**src/rtl/tlbw_pkg.sv**
```systemverilog
package tlbw_pkg;
  typedef enum logic [2:0] {
    W_IDLE, W_XLATE, W_MREQ, W_MWAIT, W_WRITE, W_DONE
  } walk_state_t;

  // entry address in the virtually addressed page table, word aligned
  function automatic logic [31:0] pte_lookup_addr(input logic [31:0] base,
                                                  input logic [31:0] va);
    logic [31:0] a;
    a = base | (va >> 10);
    return {a[31:2], 2'b00};
  endfunction

  // ASID byte selected by a ring number
  function automatic logic [7:0] asid_for_ring(input logic [31:0] ra,
                                               input logic [1:0]  ring);
    return ra[8*ring +: 8];
  endfunction
endpackage

```
**src/rtl/tlbw_way_ctr.sv**
```systemverilog
module tlbw_way_ctr #(
  parameter int WAYS = 4,
  localparam int CW = $clog2(WAYS)
) (
  input  logic          clk,
  input  logic          rst_n,
  input  logic          step,
  output logic [CW-1:0] way
);
  logic [CW-1:0] cnt_q;

  always_ff @(posedge clk) begin
    if (!rst_n) cnt_q <= '0;
    else if (step) cnt_q <= cnt_q + 1'b1;
  end

  // pre-increment: the way used is the value the counter is about to take
  assign way = cnt_q + 1'b1;

  AST_WAY_ADVANCE: assert property (@(posedge clk) disable iff (!rst_n)
    step |=> cnt_q == $past(cnt_q) + 1'b1);
  AST_WAY_HOLD: assert property (@(posedge clk) disable iff (!rst_n)
    !step |=> $stable(cnt_q));
endmodule

```
**src/rtl/tlbw_entry_fmt.sv**
```systemverilog
module tlbw_entry_fmt
  import tlbw_pkg::*;
#(
  parameter int IDX_W = 3
) (
  input  logic [19:0]      va_page,
  input  logic [19:0]      pte_page,
  input  logic [5:0]       pte_low,
  input  logic [31:0]      ring_asid,
  output logic [19:0]      tag,
  output logic [IDX_W-1:0] index,
  output logic [19:0]      ppn,
  output logic [7:0]       asid,
  output logic [3:0]       attr
);
  assign tag   = va_page;
  assign index = va_page[IDX_W-1:0];
  assign ppn   = pte_page;
  assign asid  = asid_for_ring(ring_asid, pte_low[5:4]);
  assign attr  = pte_low[3:0];
endmodule

```
**src/rtl/tlbw_walker.sv**
```systemverilog
module tlbw_walker
  import tlbw_pkg::*;
#(
  parameter int IDX_W           = 3,
  parameter int CAUSE_W         = 6,
  parameter int INST_MISS_CAUSE = 16,
  parameter int DATA_MISS_CAUSE = 24
) (
  input  logic               clk,
  input  logic               rst_n,
  input  logic               miss_valid,
  input  logic [31:0]        miss_vaddr,
  input  logic               miss_is_data,
  input  logic [31:0]        pt_base,
  input  logic [31:0]        ring_asid,
  output logic               lk_valid,
  output logic [31:0]        lk_vaddr,
  input  logic               lk_hit,
  input  logic [31:0]        lk_paddr,
  output logic               mem_req_valid,
  input  logic               mem_req_ready,
  output logic [31:0]        mem_req_addr,
  input  logic               mem_rsp_valid,
  input  logic [31:0]        mem_rsp_data,
  input  logic               mem_rsp_err,
  output logic               wr_en,
  output logic [1:0]         wr_way,
  output logic [IDX_W-1:0]   wr_index,
  output logic [19:0]        wr_tag,
  output logic [19:0]        wr_ppn,
  output logic [7:0]         wr_asid,
  output logic [3:0]         wr_attr,
  output logic [31:0]        excvaddr,
  output logic               busy,
  output logic               done_valid,
  output logic               done_ok,
  output logic [CAUSE_W-1:0] done_cause
);
  localparam logic [CAUSE_W-1:0] CAUSE_I = CAUSE_W'(INST_MISS_CAUSE);
  localparam logic [CAUSE_W-1:0] CAUSE_D = CAUSE_W'(DATA_MISS_CAUSE);

  walk_state_t state_q, state_d;
  logic [31:0] vaddr_q, paddr_q, exc_q;
  logic [19:0] pte_page_q;
  logic [5:0]  pte_low_q;
  logic        is_data_q, ok_q;

  // named internal events
  logic start_ev, xlate_fail_ev, req_fire_ev, rsp_err_ev, rsp_ok_ev;
  assign start_ev      = (state_q == W_IDLE) && miss_valid;
  assign xlate_fail_ev = (state_q == W_XLATE) && !lk_hit;
  assign req_fire_ev   = (state_q == W_MREQ) && mem_req_ready;
  assign rsp_err_ev    = (state_q == W_MWAIT) && mem_rsp_valid && mem_rsp_err;
  assign rsp_ok_ev     = (state_q == W_MWAIT) && mem_rsp_valid && !mem_rsp_err;

  always_comb begin
    state_d = state_q;
    case (state_q)
      W_IDLE:  if (start_ev) state_d = W_XLATE;
      W_XLATE: state_d = lk_hit ? W_MREQ : W_DONE;
      W_MREQ:  if (req_fire_ev) state_d = W_MWAIT;
      W_MWAIT: if (rsp_err_ev) state_d = W_DONE;
               else if (rsp_ok_ev) state_d = W_WRITE;
      W_WRITE: state_d = W_DONE;
      W_DONE:  state_d = W_IDLE;
      default: state_d = W_IDLE;
    endcase
  end

  always_ff @(posedge clk) begin
    if (!rst_n) begin
      state_q    <= W_IDLE;
      vaddr_q    <= '0;
      paddr_q    <= '0;
      exc_q      <= '0;
      pte_page_q <= '0;
      pte_low_q  <= '0;
      is_data_q  <= 1'b0;
      ok_q       <= 1'b0;
    end else begin
      state_q <= state_d;
      if (start_ev) begin
        vaddr_q   <= miss_vaddr;
        is_data_q <= miss_is_data;
        ok_q      <= 1'b0;
      end
      if (state_q == W_XLATE && lk_hit) paddr_q <= lk_paddr;
      if (rsp_ok_ev) begin
        pte_page_q <= mem_rsp_data[31:12];
        pte_low_q  <= mem_rsp_data[5:0];
      end
      if (state_q == W_WRITE) begin
        exc_q <= vaddr_q;
        ok_q  <= 1'b1;
      end
    end
  end

  tlbw_way_ctr #(.WAYS(4)) u_ctr (
    .clk  (clk),
    .rst_n(rst_n),
    .step (wr_en),
    .way  (wr_way)
  );

  tlbw_entry_fmt #(.IDX_W(IDX_W)) u_fmt (
    .va_page  (vaddr_q[31:12]),
    .pte_page (pte_page_q),
    .pte_low  (pte_low_q),
    .ring_asid(ring_asid),
    .tag      (wr_tag),
    .index    (wr_index),
    .ppn      (wr_ppn),
    .asid     (wr_asid),
    .attr     (wr_attr)
  );

  assign lk_valid      = (state_q == W_XLATE);
  assign lk_vaddr      = pte_lookup_addr(pt_base, vaddr_q);
  assign mem_req_valid = (state_q == W_MREQ);
  assign mem_req_addr  = paddr_q;
  assign wr_en         = (state_q == W_WRITE);
  assign excvaddr      = exc_q;
  assign busy          = (state_q != W_IDLE);
  assign done_valid    = (state_q == W_DONE);
  assign done_ok       = ok_q;
  assign done_cause    = ok_q ? '0 : (is_data_q ? CAUSE_D : CAUSE_I);

  AST_LK_ALIGNED: assert property (@(posedge clk) disable iff (!rst_n)
    lk_valid |-> lk_vaddr[1:0] == 2'b00);
  AST_LK_SINGLE: assert property (@(posedge clk) disable iff (!rst_n)
    lk_valid |=> !lk_valid);
  AST_XLATE_MISS_ENDS: assert property (@(posedge clk) disable iff (!rst_n)
    xlate_fail_ev |=> done_valid && !mem_req_valid && !wr_en);
  AST_REQ_HOLD: assert property (@(posedge clk) disable iff (!rst_n)
    mem_req_valid && !mem_req_ready |=> mem_req_valid && $stable(mem_req_addr));
  AST_ERR_NO_WRITE: assert property (@(posedge clk) disable iff (!rst_n)
    rsp_err_ev |=> !wr_en && done_valid);
  AST_FAIL_CAUSE: assert property (@(posedge clk) disable iff (!rst_n)
    done_valid && !done_ok |-> (done_cause == CAUSE_D || done_cause == CAUSE_I));
  AST_EXC_HOLD: assert property (@(posedge clk) disable iff (!rst_n)
    !wr_en |=> $stable(excvaddr));
  AST_DONE_PULSE: assert property (@(posedge clk) disable iff (!rst_n)
    done_valid |=> !done_valid && !busy);
  AST_WR_BUSY: assert property (@(posedge clk) disable iff (!rst_n)
    wr_en |-> busy);
endmodule

```
**config.mk**
```make
export PLATFORM = sky130hd
export DESIGN_NAME = tlbw_walker
export DESIGN_NICKNAME = d
export VERILOG_FILES = /design/src/rtl/tlbw_pkg.sv /design/src/rtl/tlbw_way_ctr.sv /design/src/rtl/tlbw_entry_fmt.sv /design/src/rtl/tlbw_walker.sv
export SDC_FILE = /design/constraint.sdc
export NUM_CORES = 1
export LEC_CHECK = 0
export ABC_CLOCK_PERIOD_IN_PS = 1690
export BUFFER_PORTS_ARGS = -buffer_cell sky130_fd_sc_hd__buf_4
export CAP_MARGIN = 20
export CORE_ASPECT_RATIO = 0.9
export CORE_MARGIN = 5
export CORE_UTILIZATION = 35
export DETAILED_ROUTE_END_ITERATION = 10
export PLACE_DENSITY = 0.67
export RECOVER_POWER = 25
export SLEW_MARGIN = 5
export SYNTH_ARGS = -nofsm -noshare
export SYNTH_HDL_FRONTEND = slang
export SYNTH_SLANG_ARGS = --single-unit
```
**constraint.sdc**
```tcl
create_clock -name clk -period 1.69 [get_ports clk]
set_input_delay 0 -clock clk [delete_from_list [all_inputs] [get_ports clk]]
set_output_delay 0 -clock clk [all_outputs]
set_load 0.03 [all_outputs]
```
==> results of run 1 <==
## cells in the mapped netlist
master,instances
buf_6,7
nand3_1,1
nor2b_1,1
a31oi_1,1
nor3_4,1
nor3b_2,1
and2_1,5
inv_2,1
buf_1,1
o21ai_0,5
nand2_1,251
a21boi_1,105
or3_1,1
mux4_2,8
o21ba_2,1
nor3_1,2
inv_1,4
buf_4,48
or2_2,20
mux2_4,1
nor3_2,1
buf_2,14
nand3b_1,1
conb_1,1
a21boi_0,18
a211oi_2,1
clkbuf_1,17
nand2b_1,1
nor2_1,4
nand2b_4,1
dfxtp_1,129
nand2_2,1
xnor2_1,2
xor2_1,1
and3b_1,2
a21oi_1,1
## registers in the layout, indices dropped and copies added (netlist names)
register,cells
done_ok,1
excvaddr,32
is_data_q,1
mem_req_addr,32
pte_low_q,6
pte_page_q,20
state_q,3
u_ctr.cnt_q,2
vaddr_q,32
## repair_timing
action,CTS,global route
hold buffers,94,0
setup endpoints to repair,3,3
hold endpoints to repair,93,0
resized for setup,6,2
## worst max-delay path: cells and delay by family, from the launching register on
family / cells / cell delay (ps)
muxes: 1 / 560
DFF: 1 / 340
buffers and inverters: 2 / 320
## layer usage
metal  GRT usage, %  vias to the layer above
met3          6.926                       31
met2          32.36                      228
met5              0                        -
met4          7.309                        0
li1               -                     2760
met1          21.93                     2492
## metrics by stage
step | utilization, % | setup WS [ps] | power [mW]
CTS | 58.32 | 15.32 | 10.07
detailed placement | 48.39 | 112.8 | 5.947
floorplan | - | 86.45 | 5.152
global route | 56.87 | 0.001776 | 10.37
finish | 56.87 | 58.36 | 9.877
global placement | 48.39 | 128.9 | 5.928
## cell type report
cell class	count	share of cell area, %
multi-input combinational	444	27.06
tap	207	2.852
timing repair buffer	407	34.39
clock inverter	9	1.695
sequential	129	28.50
clock buffer	23	5.264
inverter	5	0.2343
## logic make-up (layout without fill, tap and decap cells)
group           after synthesis  count (layout)
simple gates                294             294
compound gates              132             132
flops                       129             129
buf+inv                      92             444
mux                           9               9
xor+xnor                      3               3
other cells                   1               6
## report_power, final
part / internal (mW) / total, mW / leakage, nW / switching (mW)
sequential: 3.28 / 3.49 / 1.05 / 0.205
clock: 2.58 / 3.89 / 0.303 / 1.30
combinational: 1.07 / 2.50 / 2.45 / 1.44
## how the worst min path moves through the flow
stage,start,cells past startpoint,end
6_report,pt_base[24],0,lk_vaddr[24]
2_1_floorplan,pt_base[22],1,lk_vaddr[22]
4_1_cts,pt_base[23],0,lk_vaddr[23]
3_3_place_gp,pt_base[23],0,lk_vaddr[23]
5_1_grt,pt_base[24],0,lk_vaddr[24]
3_5_place_dp,pt_base[23],0,lk_vaddr[23]
## layout by cell type, fill, tap and decap left out, types with 2 or more instances in the layout
| master | netlist | routed |
|---|---|---|
| bufinv_16 | 0 | 4 |
| mux4_2 | 8 | 8 |
| nand2_1 | 251 | 251 |
| clkbuf_16 | 0 | 17 |
| and2_1 | 5 | 5 |
| clkinvlp_4 | 0 | 2 |
| and3b_1 | 2 | 2 |
| clkinv_2 | 0 | 2 |
| or2_2 | 20 | 20 |
| clkbuf_1 | 17 | 64 |
| conb_1 | 1 | 6 |
| o21ai_0 | 5 | 5 |
| nor2_1 | 4 | 4 |
| buf_12 | 0 | 4 |
| dlygate4sd3_1 | 0 | 94 |
| nor3_1 | 2 | 2 |
| buf_4 | 48 | 246 |
| dfxtp_2 | 0 | 4 |
| xnor2_1 | 2 | 2 |
| a21boi_0 | 18 | 18 |
| inv_1 | 4 | 4 |
| dfxtp_1 | 129 | 125 |
| clkbuf_8 | 0 | 3 |
| a21boi_1 | 105 | 105 |
==> metrics.cfg, run 1 <==
[final_layout]
nets = 1172
regArea_um2 = 2587
n_antenna_cell = 0
drive_gt1_share_pct = 31.66
fin_area_um2 = 9080
multi_input_area_um2 = 2457
area.growth.synth_to_final_pct = 61.66
nFillCells = 1480
final_cells = 1224

[sta]
finalCritPeriodShare_pct = 96.55
finalSetupViolations = 0
finalMaxSlewViolations = 0
hold_viol = 0
layout_min_cycle_time_ps = 1632
setup_tns_ps = 0
grt_setup_unrepaired = no
max_freq_mhz = 612.9
hold_ws_ps = 0.03411
fin_skew_ps = 9.484

[floorplanning]
num_rows = 44
initial_core_util_pct = 35.18
ios = 333
die_width_um = 143.5
chipHeight_um = 130.2
coreArea_um2 = 15970
die_area_um2 = 18680

[grt]
grt_pass1_vias = 5335
grt_pass1_wl_um = 27810
grt_max_degree = 57
grt.overflow.total = 0
grt_use_total_pct = 19.02
grt_antenna_before_repair = 0

[cts]
h-tree-depth = 4
postCtsSetupBuffers = 0
clkSinkCount = 129
numCtsBuffers = 17
clk_latency_ps = 410
ctsLongestPathBuffers = 2
clk_pin_slew_worst_paths_ps = 60
clock-root-buffer = clkbuf_16
tritoncts = done

[detailed_routing]
via_per_inst = 4.502
drt_iter0_markers = 260
dr.pass1.iters = 4
highest_layer = met4
drt-met1-wl_um = 7485
antenna_left = 0
wl_um = 18650
wl_met2_um = 9064
vias = 5511
wl_met3_um = 1636
drc = 0
wire_per_inst_um = 15.23

[power_and_ir_drop]
power_leakage_nw = 3.804
p_per_area_nw_per_um2 = 1088
irDropWorstVdd_mv = 0.6611

[setup_path]
cp_cell_sequence = buf_8 -> mux4_2 -> buf_6
r2r_slack_ps = 240
end_kind = output port
crit_path_max_incr_delay_ps = 560
r2r_start = state_q[1]
reg2reg_to = excvaddr[1]
path_max_fanout = 8
cp-endpoint = wr_asid[6]
crit_type = reg2out
cp_data_required_time_ps = 1690
cp-startpoint = pte_low_q[4]
slowest_stage = mux4_2
cp-start-kind = flop
cp.arrival_ps = 1630
rr_worst_depth = 6

[run_status]
status = completed

[synthesis]
synth_seq_cells = 129
yosys.area.top_type = dfxtp_1
yosysSeqAreaShare_pct = 45.98
netlist_area_um2 = 5617
synthAdderAreaFrac_pct = 0
synth_top_area_share_pct = 45.98
synthMuxAreaShare_pct = 3.475
synth_top_family_by_area = simple AND/OR/NAND/NOR gates
yosys.area_share.simple_pct = 21.92
ys_types = 36
synthCells = 660
synth-xor-area-share_pct = 0.4678
yosys_warnings = 0
synth.area.top_cells = dfxtp_1, nand2_1, a21boi_1
synth_compound_area_share_pct = 17.49
synth_area_per_cell_um2 = 8.510

[place]
placedCellCount = 1099
place_area_um2 = 7725
portBuffers = 298
hpwl_um = 12490
gp_congestion = 0.7689

[job]
cap_viol_max_count = 0

[worst_hold_path]
hp-class = in2out

No activity file was read; power rests on OpenSTA's default activity.
==> run 2: changes to the inputs <==
--- a/config.mk
+++ b/config.mk
@@ -9,12 +9,13 @@
 export BUFFER_PORTS_ARGS = -buffer_cell sky130_fd_sc_hd__buf_4
 export CAP_MARGIN = 20
 export CORE_ASPECT_RATIO = 0.9
-export CORE_MARGIN = 5
+export CORE_MARGIN = 3
 export CORE_UTILIZATION = 35
 export DETAILED_ROUTE_END_ITERATION = 10
-export PLACE_DENSITY = 0.67
+export PLACE_DENSITY = 0.64
 export RECOVER_POWER = 25
 export SLEW_MARGIN = 5
 export SYNTH_ARGS = -nofsm -noshare
 export SYNTH_HDL_FRONTEND = slang
+export SYNTH_HIERARCHICAL = 1
 export SYNTH_SLANG_ARGS = --single-unit
==> run 2 against run 1 <==
Compared with the run above:
- cell count down 0.16%
- cell area up 0.44%
- clock skew down 3.6 ps
- combinational power down 22%
- largest power group unchanged
==> metrics.cfg, run 2 <==
[run_status]
status = completed

[final_layout]
drive_gt1_share_pct = 31.18
regArea_um2 = 2582
nets = 1175
final_common_cell = nand2_1
area.growth.synth_to_final_pct = 58.49
final_cell_mix = nand2_1, buf_4, dfxtp_1
nFillCells = 1455
n_antenna_cell = 0
multi_input_area_um2 = 2449

[setup_path]
slowest_stage = mux4_2
crit_path_max_incr_delay_ps = 510
cp-start-kind = flop
end_kind = output port
cp_cell_sequence = buf_6 -> mux4_2 -> buf_4
crit_type = reg2out
cp.arrival_ps = 1610
path_max_fanout = 8
cp_data_required_time_ps = 1690

[place]
pre_cts_slack_ps = 170.4
gp_congestion = 0.7452
hpwl_um = 12260
portBuffers = 298

[cts]
clk_pin_slew_worst_paths_ps = 50
postCtsSetupBuffers = 0
numCtsBuffers = 17
ctsLongestPathBuffers = 2
clkSinkCount = 129
tritoncts = done
clock-root-buffer = clkbuf_16
clk_latency_ps = 410
h-tree-depth = 4

[synthesis]
synth_seq_cells = 129
synth_top_area_share_pct = 44.88
yosys_warnings = 6
ys_types = 34
synthFlopType = dfxtp_1
yosys.area.top_type = dfxtp_1
synthCells = 679
synth.area.top_cells = dfxtp_1, nand2_1, a21boi_1
yosysMostFrequentCell = nand2_1
synth_commonest_cells = nand2_1, dfxtp_1, a21boi_1
yosysSeqAreaShare_pct = 44.88
synth_area_per_cell_um2 = 8.475
postSynth.asyncResetShare_pct = 0
netlist_area_um2 = 5754
synth_edf_count = 0

[sta]
setup_tns_ps = 0
layout_min_cycle_time_ps = 1614
finalMaxSlewViolations = 0
fin_skew_ps = 5.911
fin_ws_ps = 76.13
finalCritPeriodShare_pct = 95.50
hold_viol = 0
max_freq_mhz = 619.6
finalSetupViolations = 0
grt_setup_unrepaired = no

[job]
cap_viol_max_count = 0

[grt]
grt_pass1_wl_um = 27560
grt_use_total_pct = 19.12
grt.overflow.total = 0
grt_max_degree = 51
grt_antenna_before_repair = 0
grt_pass1_vias = 5429

[power_and_ir_drop]
irDropWorstVdd_mv = 0.7823
power_leakage_nw = 3.865
power_switching_share_pct = 27.74
p_sw_mw = 2.565
p_per_area_nw_per_um2 = 1014
clockPowerShare_pct = 42.9
p_int_mw = 6.683
seq_power_share_pct = 36.1
comb_power_share_pct = 21.0

[floorplanning]
num_rows = 43
die_width_um = 141.2
chipHeight_um = 127.6
die_area_um2 = 18020
ios = 333
initial_core_util_pct = 36.50
coreArea_um2 = 15760

[detailed_routing]
drt_iter0_markers = 189
vias = 5494
drc = 0
wire_per_inst_um = 14.51
antenna_left = 0
wl_um = 17730
dr.pass1.iters = 4
via_per_inst = 4.496

[worst_hold_path]
hp-class = in2out

-- run 2: repair_timing --
| item | in CTS | in global routing |
|---|---|---|
| hold buffers | 95 | 0 |
| endpoints found under the setup margin | 0 | 6 |
| gates resized for setup | 0 | 2 |
| endpoints found under the hold margin | 93 | 0 |
-- run 2: kinds of logic (layout without fill, tap and decap cells) --
kind of cell / Yosys count / count (layout) / share of synthesized area [%]
XOR/XNOR: 2 / 2 / 0.3045
AND/OR/NAND/NOR: 295 / 295 / 21.68
AO/OA/AOI/OAI: 131 / 131 / 16.87
buffers and inverters: 112 / 448 / 12.89
other: 1 / 6 / 0.06517
multiplexers: 9 / 9 / 3.305
flip-flops: 129 / 129 / 44.88
-- run 2: path summary, 6_finish.rpt --
check / startpoint / end / slack (ps) / cells past startpoint
worst min-delay path: pt_base[31] / lk_vaddr[31] / 0.01 / 0
worst min register to register: pte_page_q[11] / pte_page_q[11] / 450 / 2
worst max register to register: state_q[1] / mem_req_addr[1] / 190 / 6
worst max-delay path: pte_low_q[4] / wr_asid[5] / 80 / 3
-- run 2: stage by stage --
step	power, mW	hold WS [ps]	instances	utilization, %	area (um^2)
CTS	9.408	0.2048	1222	59.28	9345
detailed placement	5.212	0.2048	1095	49.16	7750
finish	9.248	0.01161	1222	57.85	9120
global route	9.668	0.04344	1222	57.85	9120
global placement	5.199	0.2048	1095	49.16	7750
floorplan	4.532	121.7	684	-	5773
-- run 2: power groups by stage --
stage	clock, mW	combinational, mW	sequential (mW)
final	3.97	1.94	3.34
after global routing	4.22	2.09	3.36
after CTS	4.08	1.99	3.34
after detailed placement	0	1.81	3.40
after global placement	0	1.80	3.40
after floorplan	0	1.04	3.49
-- run 2: critical path, delay by kind of cell, from the launching register on --
kind	cells	cell delay, ps
mux	1	510
flops	1	340
buf+inv	2	350
-- run 2: area by class of cell --
cell class	count	share of cell area, %
Clock inverter	12	1.948
Inverter	5	0.2058
Clock buffer	20	5.117
Tap cell	202	2.771
Sequential cell	129	28.32
Timing Repair Buffer	411	34.79
Multi-Input combinational cell	443	26.85
-- run 2: routing by layer --
layer,global-route usage (%),up-vias,part of all wire [%]
li1,-,2775,-
met1,19.98,2486,38
met2,34.41,206,51
met3,7.934,27,9.2
met4,6.895,0,2.3
met5,0,-,0
